File: src/rtl/ptsl_pkg.sv
`timescale 1ns/1ps
package ptsl_pkg;
  typedef enum logic {
    QUAL_V1_UDP   = 1'b0,
    QUAL_V2_EVENT = 1'b1
  } rx_qual_e;

  localparam int DIR_TX = 0;
  localparam int DIR_RX = 1;

  localparam logic [3:0] VER_ONE       = 4'd1;
  localparam logic [3:0] VER_TWO       = 4'd2;
  localparam logic [3:0] EVENT_MSG_MAX = 4'd3;
endpackage

File: src/rtl/ptsl_rx_qual.sv
`timescale 1ns/1ps
module ptsl_rx_qual #(
  parameter int PORT_W  = 16,
  parameter int ETYPE_W = 16,
  parameter int MSG_W   = 4,
  parameter int VER_W   = 4
) (
  input  ptsl_pkg::rx_qual_e  mode,
  input  logic [PORT_W-1:0]   cfg_port,
  input  logic [MSG_W-1:0]    cfg_msg,
  input  logic [ETYPE_W-1:0]  flt_etype,
  input  logic                flt_en,
  input  logic                flt_stamp,
  input  logic                is_l2,
  input  logic [ETYPE_W-1:0]  etype,
  input  logic                is_udp,
  input  logic [PORT_W-1:0]   dport,
  input  logic [VER_W-1:0]    ver,
  input  logic [MSG_W-1:0]    msg,
  output logic                match
);
  logic udp_hit;
  logic l2_hit;
  logic v1_hit;
  logic v2_event;

  always_comb begin
    udp_hit  = is_udp && (dport == cfg_port);
    l2_hit   = is_l2 && flt_en && flt_stamp && (etype == flt_etype);
    v1_hit   = udp_hit && (ver == VER_W'(ptsl_pkg::VER_ONE)) && (msg == cfg_msg);
    v2_event = (ver == VER_W'(ptsl_pkg::VER_TWO)) &&
               (msg <= MSG_W'(ptsl_pkg::EVENT_MSG_MAX));
    unique case (mode)
      ptsl_pkg::QUAL_V1_UDP:   match = v1_hit;
      ptsl_pkg::QUAL_V2_EVENT: match = v2_event && (udp_hit || l2_hit);
      default:                 match = 1'b0;
    endcase
  end
endmodule

File: src/rtl/ptsl_slot.sv
`timescale 1ns/1ps
module ptsl_slot #(
  parameter int TS_W = 64
) (
  input  logic            clk,
  input  logic            rst,
  input  logic            en,
  input  logic            hit,
  input  logic            rel_i,
  input  logic [TS_W-1:0] time_now,
  output logic            valid,
  output logic [TS_W-1:0] stamp
);
  always_ff @(posedge clk) begin
    if (rst) begin
      valid <= 1'b0;
      stamp <= '0;
    end else if (!en) begin
      valid <= 1'b0;
    end else if (valid) begin
      if (rel_i) valid <= 1'b0;
    end else if (hit) begin
      valid <= 1'b1;
      stamp <= time_now;
    end
  end
endmodule

File: src/rtl/ptsl_rd_mux.sv
`timescale 1ns/1ps
module ptsl_rd_mux #(
  parameter int WORD_W = 32,
  parameter int NDIR   = 2,
  localparam int TS_W  = 2 * WORD_W,
  localparam int DIR_W = (NDIR > 1) ? $clog2(NDIR) : 1
) (
  input  logic                       clk,
  input  logic                       rst,
  input  logic                       rd_en,
  input  logic [DIR_W:0]             rd_sel,
  input  logic [NDIR-1:0][TS_W-1:0]  stamps,
  output logic [WORD_W-1:0]          rd_data
);
  logic [DIR_W-1:0] dir;
  logic [TS_W-1:0]  pick;

  always_comb begin
    dir  = rd_sel[DIR_W:1];
    pick = stamps[dir];
  end

  always_ff @(posedge clk) begin
    if (rst) begin
      rd_data <= '0;
    end else if (rd_en) begin
      rd_data <= rd_sel[0] ? pick[TS_W-1:WORD_W] : pick[WORD_W-1:0];
    end
  end
endmodule

File: src/rtl/ptp_stamp_latch.sv
`timescale 1ns/1ps
module ptp_stamp_latch #(
  parameter int WORD_W  = 32,
  parameter int PORT_W  = 16,
  parameter int ETYPE_W = 16,
  parameter int MSG_W   = 4,
  parameter int VER_W   = 4,
  localparam int TS_W   = 2 * WORD_W
) (
  input  logic               clk,
  input  logic               rst,
  input  logic [TS_W-1:0]    time_now,
  input  logic               tx_en,
  input  logic               rx_en,
  input  logic               rx_qual_mode,
  input  logic [PORT_W-1:0]  cfg_event_port,
  input  logic [MSG_W-1:0]   cfg_v1_msg,
  input  logic [ETYPE_W-1:0] l2f_etype,
  input  logic               l2f_en,
  input  logic               l2f_stamp,
  input  logic               tx_sof,
  input  logic               tx_stamp_req,
  input  logic               rx_sof,
  input  logic               rx_is_l2,
  input  logic [ETYPE_W-1:0] rx_ethertype,
  input  logic               rx_is_udp,
  input  logic [PORT_W-1:0]  rx_udp_dport,
  input  logic [VER_W-1:0]   rx_ptp_ver,
  input  logic [MSG_W-1:0]   rx_msg_type,
  input  logic               rd_en,
  input  logic [1:0]         rd_sel,
  output logic [WORD_W-1:0]  rd_data,
  output logic               tx_valid,
  output logic               rx_valid
);
  localparam int NDIR  = 2;
  localparam int DIR_W = 1;

  logic                      rx_match;
  logic [NDIR-1:0]           dir_en;
  logic [NDIR-1:0]           dir_hit;
  logic [NDIR-1:0]           dir_rel;
  logic [NDIR-1:0]           dir_valid;
  logic [NDIR-1:0][TS_W-1:0] dir_stamp;

  ptsl_rx_qual #(
    .PORT_W(PORT_W), .ETYPE_W(ETYPE_W), .MSG_W(MSG_W), .VER_W(VER_W)
  ) u_qual (
    .mode      (ptsl_pkg::rx_qual_e'(rx_qual_mode)),
    .cfg_port  (cfg_event_port),
    .cfg_msg   (cfg_v1_msg),
    .flt_etype (l2f_etype),
    .flt_en    (l2f_en),
    .flt_stamp (l2f_stamp),
    .is_l2     (rx_is_l2),
    .etype     (rx_ethertype),
    .is_udp    (rx_is_udp),
    .dport     (rx_udp_dport),
    .ver       (rx_ptp_ver),
    .msg       (rx_msg_type),
    .match     (rx_match)
  );

  always_comb begin
    dir_en[ptsl_pkg::DIR_TX]  = tx_en;
    dir_en[ptsl_pkg::DIR_RX]  = rx_en;
    dir_hit[ptsl_pkg::DIR_TX] = tx_sof && tx_stamp_req;
    dir_hit[ptsl_pkg::DIR_RX] = rx_sof && rx_match;
  end

  for (genvar d = 0; d < NDIR; d++) begin : g_dir
    assign dir_rel[d] = rd_en && (rd_sel == {DIR_W'(d), 1'b1});

    ptsl_slot #(.TS_W(TS_W)) u_slot (
      .clk      (clk),
      .rst      (rst),
      .en       (dir_en[d]),
      .hit      (dir_hit[d]),
      .rel_i    (dir_rel[d]),
      .time_now (time_now),
      .valid    (dir_valid[d]),
      .stamp    (dir_stamp[d])
    );
  end

  ptsl_rd_mux #(.WORD_W(WORD_W), .NDIR(NDIR)) u_rd (
    .clk     (clk),
    .rst     (rst),
    .rd_en   (rd_en),
    .rd_sel  (rd_sel),
    .stamps  (dir_stamp),
    .rd_data (rd_data)
  );

  assign tx_valid = dir_valid[ptsl_pkg::DIR_TX];
  assign rx_valid = dir_valid[ptsl_pkg::DIR_RX];
endmodule

File: config.mk
export PLATFORM = sky130hd
export DESIGN_NAME = ptp_stamp_latch
export DESIGN_NICKNAME = d
export VERILOG_FILES = /design/src/rtl/ptsl_pkg.sv /design/src/rtl/ptsl_rx_qual.sv /design/src/rtl/ptsl_slot.sv /design/src/rtl/ptsl_rd_mux.sv /design/src/rtl/ptp_stamp_latch.sv
export SDC_FILE = /design/constraint.sdc
export NUM_CORES = 1
export LEC_CHECK = 0
export ABC_AREA = 1
export CORE_ASPECT_RATIO = 0.6
export CORE_MARGIN = 1
export CORE_UTILIZATION = 50
export CTS_BUF_LIST = sky130_fd_sc_hd__clkbuf_4 sky130_fd_sc_hd__clkbuf_8
export DETAILED_ROUTE_END_ITERATION = 12
export HOLD_SLACK_MARGIN = 0.12
export PLACE_DENSITY_LB_ADDON = 0.05
export SLEW_MARGIN = 20
export SYNTH_ARGS = -nofsm -noshare
export SYNTH_HDL_FRONTEND = slang
export SYNTH_SLANG_ARGS = --single-unit
File: constraint.sdc
create_clock -name clk -period 2.2 [get_ports clk]
set_clock_uncertainty 0.05 [all_clocks]
set_input_delay 0.44 -clock clk [delete_from_list [all_inputs] [get_ports clk]]
set_output_delay 0.44 -clock clk [all_outputs]
set_load 0.01 [all_outputs]
==> results of run 1 <==
-- worst max-delay path, cell delays in order --
cell	delay (ps)
clkdlybuf4s50_1	470
inv_1	40
nand2_1	50
nand2_1	50
nor2_1	110
nand2_1	60
nor2_1	160
nand3_1	120
nand2_1	130
nand3_4	160
buf_12	210
buf_4	140
nand2_1	50
nand2_1	50
nor2_1	70
-- report_power, final --
part           internal, mW  leakage, nW  switching, mW
Combinational         0.458         3.15          0.395
Clock                  1.06        0.195           1.17
Sequential             3.03         1.32         0.0507
-- final timing paths --
check	end	slack, ps	depth (start not counted)
worst min-delay path	u_rd.rd_data[9]	400	4
worst max register to register	g_dir[0].u_slot.stamp[33]	790	5
worst min register to register	u_rd.rd_data[11]	450	2
worst max-delay path	g_dir[1].u_slot.stamp[27]	220	15
-- timing repair --
action	4_1_cts	5_1_grt
resized for setup	0	1
hold endpoints to repair	0	0
buffers inserted	0	0
endpoints found under the setup margin	0	1
-- routing by layer --
metal	global-route usage, %	vias to the layer above	routed length, um
li1	-	3819	-
met1	34.9	3245	9190
met2	44.3	230	8920
met3	4.74	31	1240
met4	8.74	0	333
met5	0	-	0
-- cell type report --
class / instances / area [um2] / share of cell area (%)
Clock buffer: 18 / 248 / 2.50
Clock inverter: 13 / 151 / 1.53
Inverter: 121 / 457 / 4.60
Multi-Input combinational cell: 763 / 3390 / 34.1
Sequential cell: 162 / 3240 / 32.7
Tap cell: 192 / 240 / 2.42
Timing Repair Buffer: 217 / 2190 / 22.1
-- stage by stage --
| stage | total power, mW | std cells |
|---|---|---|
| after floorplan | 3.47 | 1112 |
| after global placement | 3.99 | 1455 |
| after detailed placement | 4.00 | 1455 |
| after CTS | 6.19 | 1486 |
| after global routing | 6.41 | 1486 |
| final | 6.16 | 1486 |
-- layout by cell type, fill, tap and decap left out, types with 5 or more instances in the layout --
cell	n
nand2_1	272
o21ai_0	103
dfxtp_1	162
nor2_1	281
clkbuf_8	18
o211ai_1	32
buf_12	8
clkdlybuf4s50_1	186
a41oi_1	15
inv_6	5
inv_1	118
a21oi_1	20
a221oi_1	17
buf_4	20
xor2_1	5
-- cells by family (layout without fill, tap and decap cells) --
kind of cell    Yosys count  after routing  share of synthesized area [%]
simple gates            567            567                           29.2
compound gates          189            189                           15.7
buf+inv                 187            369                           10.3
flops                   162            162                           44.0
xor+xnor                  7              7                          0.832
-- flip-flops by register name, indices dropped and copies added (netlist names) --
register / flops
u_rd.rd_data: 32
g_dir.u_slot.stamp: 128
g_dir.u_slot.valid: 2
==> summary.md, run 1 <==
| Metric | Value |
|---|---|
| Routability cong. | approximately 0.83 |
| Yosys top cell area share | roughly 44% |
| Post-cts hold buffer count | 0 |
| Max FO, Critical Path | 27 |
| Antenna violations before repair | 0 |
| Most common library cells after synthesis | nor2_1 (282), nand2_1 (272), dfxtp_1 (162) |
| Worst hold path type | in -> reg |
| Area Overhead vs Synth | 34.6% |
| Cells after Synth | between 1000 and 1500 |
| Synthesis Warnings | 0 |
| Pre-CTS WS | -242 ps |
| Post-route cell area | 9920 um2 |
| Clock buffer depth | 2 |
| WS Path Type | in -> reg |
| Vias | around 7300 |
| TritonRoute pass-1 iters | 5 |
| Largest net degree at the start of global routing | 49 |
| Layout cell share with drive strength beyond 1 | approximately 5.4% |
| Count leader, synth | nor2_1 |
| Mean routed wirelength per cell | ~13 um |
| PwrDens | between 600 and 700 nW/um2 |
| Synth async-reset ratio | 0% |
| # diodes | 0 |
| Worst r2r src | g_dir[0].u_slot.valid |
| Max Slew Vio Count | 0 |
| Syn Nets | between 1000 and 1500 |
| Final hold violation count | 0 |
| Worst Setup End Kind | flop |
| Top Ports | roughly 190 |
| CTS sink count | about 160 |
| Post-DR vias/cell | between 4 and 5 |
| Fmax | ~500 MHz |
| Hold_ws | roughly 400 ps |
| Clock Latency Late Sink | about 460 ps |
| GR Overflow Total | 0 |
| Setup violators final | 0 |
| CTS tree | done |
| Chip Height | around 96 um |
| Critical Path RT | 2550 ps |
| Cell Rows | 33 |
| Max cap viols | 0 |
| Worst Path Arrival | roughly 2300 ps |
| Synthesized area | approximately 7400 um2 |
| ANT nets after route | 0 |
| Chip Width | ~160 um |
| Area post-placement | ~9500 um2 |
| Gr usage total | about a quarter |
| Post-synthesis register bit count | 162 |
| EDFF count, synth | 0 |
| Tmin final | around 2000 ps |
| RSZ-0062 raised after global routing | false |
| Port Buffer Count | 188 |
| Status | finished clean |
| LEAKAGE | between 4 and 5 nW |
| Worst-margin pin slew | just over 500 ps |
| Wire length of the first global-routing pass | around 32000 um |
| Cell taking the most area after synthesis | dfxtp_1 |
| Number of global-route vias before repair | between 6000 and 7000 |
| FILL cells | 1214 |
| Most used flip-flop cell after synthesis | dfxtp_1 |
| Synth cell types | 25 |
| Clock tree root buffer cell | clkbuf_8 |
| Worst setup path start | rx_ethertype[1] |
| Peak supply drop | around 0.34 mV |
| Cts bufs inserted | 17 |
| Remaining DRCs | 0 |
| Setup TNS | 0 ps |
| Area of the core | 14000 um2 |
| Post-DP HPWL | 13500 um |
| Initial Utilization | between 50% and 60% |
| Register area share after synthesis | 44.0% |
| Fin util | around 70% |
| Worst-path clk slew | approximately 90 ps |
| Mean Syn Cell Area | 6.63 um2 |
| Routed Wire Length | 19700 um |
| Fin crit share | between 90% and 100% |
| Die Area | 15200 um2 |
| Final worst setup slack | roughly 220 ps |
| CTS HTree Levels | 4 |
| Max_slew headroom | 65.9% |
| Worst Hold Launch | rd_en |
| Nature of the critical path startpoint | input pin |
| DR iter-0 viols | slightly above 500 |
| Total Nets Final | about 1400 |
| Area contributors post-synth | dfxtp_1 (44%), nor2_1 (14%), nand2_1 (14%), o21ai_0 (7.0%), inv_1 (6.1%) |
Note: power is estimated with default switching activity, not from simulation.
==> inputs of run 2 (changes only) <==
Settings changed: CORE_UTILIZATION 50 to 51.
==> summary.md, run 2 (synthesis gave the netlist of run 1 again) <==
| Metric | Value |
|---|---|
| Clock tree root buffer cell | clkbuf_8 |
| Chip Width | 157 um |
| Mean routed wirelength per cell | about 13 um |
| TritonRoute pass-1 iters | 5 |
| RSZ-0062 raised after global routing | false |
| Register area | roughly 3200 um2 |
| M1 GR Usage | a little under two fifths |
| Post-DR vias/cell | approximately 5 |
| Max reg flops | between 100 and 150 |
| Most Used Layer, Global Route | met2 |
| Max Slew Vio Count | 0 |
| FILL cells | ~1200 |
| Worst setup path start | rx_ethertype[15] |
| Total Nets Final | between 1000 and 1500 |
| Post-DP HPWL | ~13000 um |
| Remaining DRCs | 0 |
| CP dominant cell by count | nand2_1 |
| Worst hold path type | reg -> reg |
| Flop pwr share | around half |
| Wire length of the first global-routing pass | approximately 33000 um |
| Fin crit share | approximately 87% |
| Max_slew headroom | about 63% |
| Layout cell share with drive strength beyond 1 | ~5.5% |
| Clock Latency Late Sink | about 430 ps |
| Sw frac | around a quarter |
| Met3 Use GR | approximately 4.2% |
| Critical Path RT | 2510 ps |
| Clock buffer depth | 2 |
| Nature of the critical path startpoint | input pin |
| Area of the core | ~14000 um2 |
| Most flops, register | g_dir.u_slot.stamp |
| Cell Rows | 33 |
| DR iter-0 viols | 536 |
| Final hold violation count | 0 |
| Clock share of power | about two fifths |
| Comb pwr share | a little over an eighth |
| WS Path Type | in -> reg |
| Non-Filler Instances | approximately 1500 |
| Status | finished clean |
| Post-CTS setup buffers | 0 |
| Peak supply drop | 0.450 mV |
| Worst r2r src | g_dir[0].u_slot.valid |
| Number of global-route vias before repair | 6716 |
| Cell Chain, Critical Path | clkdlybuf4s50_1 -> inv_1 -> nand2_1 -> nand2_1 -> nor2_1 -> nand2_1 -> nor2_1 -> nand3_1 -> nand2_1 -> nand3_4 -> buf_4 -> nand2_1 -> nand2_1 -> nor2_1 |
| Post-route cell area | about 10000 um2 |
| Cts bufs inserted | 17 |
| CTS HTree Levels | 4 |
| Area Overhead vs Synth | 36.1% |
| Worst-margin pin slew | about 560 ps |
| Most common cell after layout, fill and taps aside | nor2_1 |
| ANT nets after route | 0 |
| Routability cong. | approximately 0.84 |
| Routed Wire Length | 19500 um |
| Hold_ws | approximately 450 ps |
| Die Area | around 15000 um2 |
| CTS tree | done |
| Worst Setup End Kind | flop |
| Total power | ~6.4 mW |
| Multi-input gate area | around 3400 um2 |
| Top Ports | about 190 |
| Gr usage total | 27.6% |
| Max cap viols | 0 |
| Port Buffer Count | 188 |
| Worst Path Arrival | between 2000 and 2500 ps |
| LEAKAGE | approximately 4.7 nW |
| CTS sink count | around 160 |
| Crit-path slowest cell | clkdlybuf4s50_1 |
| PwrDens | between 600 and 700 nW/um2 |
| Initial Utilization | a little over half |
| Top Registers | g_dir.u_slot.stamp x128, u_rd.rd_data x32, g_dir.u_slot.valid x2 |
| Max FO, Critical Path | 15 |
| Post-cts hold buffer count | 0 |
| Worst path top cell family by delay | simple AND/OR/NAND/NOR gates |
| GR Overflow Total | 0 |
| Max stage delay on crit path | between 400 and 500 ps |
| Switching pwr | ~1.6 mW |
| Worst Hold Launch | g_dir[0].u_slot.stamp[43] |
| Cells after DPL | around 1500 |
| Post-cts resize count | 0 |
| Antenna violations before repair | 0 |
| Setup violators final | 0 |
| Vias | roughly 7300 |
| CP Buf/Inv Count | 3 |
| Tmin final | 1920 ps |
| # diodes | 0 |
| Area post-placement | around 9600 um2 |
| Most frequent cells in the layout | nor2_1 (281), nand2_1 (272), clkdlybuf4s50_1 (186) |
| Largest net degree at the start of global routing | between 50 and 60 |
| Internal Pwr Total | 4.83 mW |
| Chip Height | ~95 um |
| Worst-path clk slew | about 90 ps |
| Grt met2 use | between 40% and 50% |
| Fmax | between 500 and 600 MHz |
-- run 2: metrics by stage --
stage	util (%)	setup TNS [ps]	worst slack [ps]
floorplan	-	0	493
global placement	69.0	-7440	-130
detailed placement	69.0	-8940	-170
CTS	72.3	0	268
global route	72.3	0	61.7
finish	72.3	0	277
-- run 2: power groups by stage --
stage / clock (mW) / combinational [mW] / sequential, mW
global placement: 0 / 0.853 / 3.14
detailed placement: 0 / 0.857 / 3.15
global route: 2.60 / 0.947 / 3.09
floorplan: 0 / 0.321 / 3.15
finish: 2.45 / 0.862 / 3.08
CTS: 2.46 / 0.863 / 3.08
-- run 2: worst register-to-register path, delay by kind of cell (launching register included) --
family | cells | cell delay, ps
flops | 1 | 350
simple gates | 3 | 410
buf+inv | 3 | 500
-- run 2: cell type report --
class | instances | share of cell area [%]
multi-input cells | 763 | 33.8
inverters | 121 | 4.55
clock buffers | 21 | 2.76
well taps | 192 | 2.39
repair buffers | 217 | 22.5
flip-flops and latches | 162 | 32.3
clock inverters | 11 | 1.76
-- run 2: routing by layer --
layer,vias to the layer above,share of wire [%],wire length (um)
met3,18,5.7,1110
met5,-,0,0
met4,0,0.85,166
met1,3222,47,9240
met2,211,46,9000
li1,3835,-,-
-- run 2: worst paths after layout --
kind	to	cells past startpoint	slack, ps
worst max-delay path	g_dir[1].u_slot.stamp[18]	14	280
worst min-delay path	u_rd.rd_data[11]	2	450
worst max register to register	g_dir[0].u_slot.stamp[12]	6	800
worst min register to register	u_rd.rd_data[11]	2	450
==> inputs of run 3 (changes only) <==
Settings changed: CELL_PAD_IN_SITES_DETAIL_PLACEMENT set to 2, CELL_PAD_IN_SITES_GLOBAL_PLACEMENT set to 2, CORE_UTILIZATION 51 to 27.
==> summary.md, run 3 (synthesis gave the netlist of run 1 again) <==
| Metric | Value |
|---|---|
| Post-DP HPWL | about 19000 um |
| Most flops, register | g_dir.u_slot.stamp |
| Chip Height | around 130 um |
| Antenna violations before repair | 3 |
| Remaining DRCs | 0 |
| Worst-path clk slew | 80 ps |
| Worst Path Arrival | 2290 ps |
| Cts bufs inserted | 17 |
| Port Buffer Count | about 190 |
| Grt met2 use | between 30% and 40% |
| GR Overflow Total | 0 |
| Max FO, Critical Path | 50 |
| Worst r2r src | g_dir[0].u_slot.valid |
| Initial Utilization | 27.7% |
| Most common cell after layout, fill and taps aside | nor2_1 |
| Largest net degree at the start of global routing | 65 |
| Fin crit share | roughly nine tenths |
| Max Slew Vio Count | 0 |
| Hold Path Cell Cnt | 4 |
| Worst Hold Launch | rd_sel[1] |
| Crit Reg-Reg Endpoint | g_dir[0].u_slot.stamp[27] |
| LEAKAGE | approximately 4.7 nW |
| Peak supply drop | between 0.3 and 0.4 mV |
| Hold endpoint | u_rd.rd_data[0] |
| Pre-CTS WS | -314 ps |
| TritonRoute pass-1 iters | 5 |
| Max_slew headroom | between 60% and 70% |
| CTS sink count | about 160 |
| R2R setup slack | between 800 and 900 ps |
| Setup violators final | 0 |
| Met3 Use GR | under 10% |
| Worst Setup End Kind | flop |
| Fmax | just over 500 MHz |
| Gr usage total | between 20 and 25% |
| DR iter-0 viols | approximately 240 |
| Number of global-route vias before repair | about 8100 |
| Reg2Reg Depth | 6 |
| Vias | about 7600 |
| ANT nets after route | 0 |
| CTS HTree Levels | 4 |
| Critical Path RT | between 2000 and 3000 ps |
| Post-route cell area | between 10000 and 15000 um2 |
| Max cap viols | 0 |
| Wire length of the first global-routing pass | 43500 um |
| Final worst setup slack | around 240 ps |
| Area of the core | around 27000 um2 |
| Die Area | about 28000 um2 |
| Fin util | a little under two fifths |
| Status | finished clean |
| Top Registers | g_dir.u_slot.stamp x128, u_rd.rd_data x32, g_dir.u_slot.valid x2 |
| Layout cell share with drive strength beyond 1 | under 10% |
| Worst-margin pin slew | 551 ps |
| Clock tree root buffer cell | clkbuf_8 |
| Final hold violation count | 0 |
| Post-cts resize count | 0 |
| Top Ports | roughly 190 |
| Area Overhead vs Synth | 37.6% |
| Mean routed wirelength per cell | 16.4 um |
| FILL cells | 3217 |
| Most frequent cells in the layout | nor2_1 (281), nand2_1 (272), clkdlybuf4s50_1 (186) |
| WS Path Type | in -> reg |
| Cell Rows | 46 |
| Post-CTS setup buffers | 0 |
| Most Used Layer, Global Route | met2 |
| CTS tree | done |
| Total Nets Final | between 1000 and 1500 |
| Post-DR vias/cell | roughly 4.6 |
| M1 GR Usage | about a quarter |
| Worst setup path start | cfg_event_port[14] |
| Clock buffer depth | 2 |
| Routability cong. | 0.770 |
| Setup TNS | 0 ps |
| Post-cts hold buffer count | 0 |
| Max reg flops | around 130 |
| Clock Latency Late Sink | between 400 and 500 ps |
| Hold_ws | about 330 ps |
| Worst hold path type | in -> reg |
| RSZ-0062 raised after global routing | false |
| Nature of the critical path startpoint | input pin |
| Routed Wire Length | around 27000 um |
| Area post-placement | 9790 um2 |
| Chip Width | approximately 220 um |
| PwrDens | ~590 nW/um2 |
| Tmin final | slightly below 2000 ps |
run 3: layer usage:
metal | wire [um] | vias to the layer above | part of all wire [%]
li1 | - | 3821 | -
met1 | 13100 | 3671 | 48
met2 | 12800 | 99 | 47
met3 | 860 | 28 | 3.2
met4 | 476 | 0 | 1.8
met5 | 0 | - | 0
run 3: worst max-delay path, cell delays in order:
cell	delay, ps
clkdlybuf4s50_1	410
xor2_1	160
nor3_1	270
buf_4	160
nand3_1	90
nand2_1	130
nand3_4	130
buf_12	200
nor2_1	170
nor2_1	70
run 3: worst max path at each step:
stage	endpoint	cells after the start
floorplan	g_dir[1].u_slot.stamp[28]	9
global placement	g_dir[1].u_slot.stamp[1]	13
detailed placement	g_dir[1].u_slot.stamp[1]	13
CTS	g_dir[1].u_slot.stamp[14]	14
global route	g_dir[1].u_slot.stamp[14]	14
finish	g_dir[1].u_slot.stamp[1]	10
run 3: cell type report:
| class | count | area (um2) | area share [%] |
|---|---|---|---|
| multi-input cells | 763 | 3390 | 33.4 |
| flip-flops and latches | 162 | 3240 | 32.0 |
| repair buffers | 216 | 2240 | 22.1 |
| inverters | 121 | 457 | 4.50 |
| well taps | 360 | 450 | 4.44 |
| clock buffers | 25 | 319 | 3.15 |
| clock inverters | 6 | 30.0 | 0.296 |
| diodes | 3 | 7.51 | 0.0740 |
run 3: metrics by stage:
stage                     total power [mW]  instances
final                                 6.02       1656
after global placement                4.05       1622
after global routing                  6.34       1654
after CTS                             6.14       1653
after detailed placement              4.07       1622
after floorplan                       3.47       1112
run 3: power by group:
group	leakage (nW)	switching [mW]	internal [mW]	total, mW
Clock	0.193	1.11	0.933	2.04
Sequential	1.32	0.0523	3.03	3.08
Combinational	3.17	0.433	0.472	0.904
Total	4.68	1.59	4.43	6.02
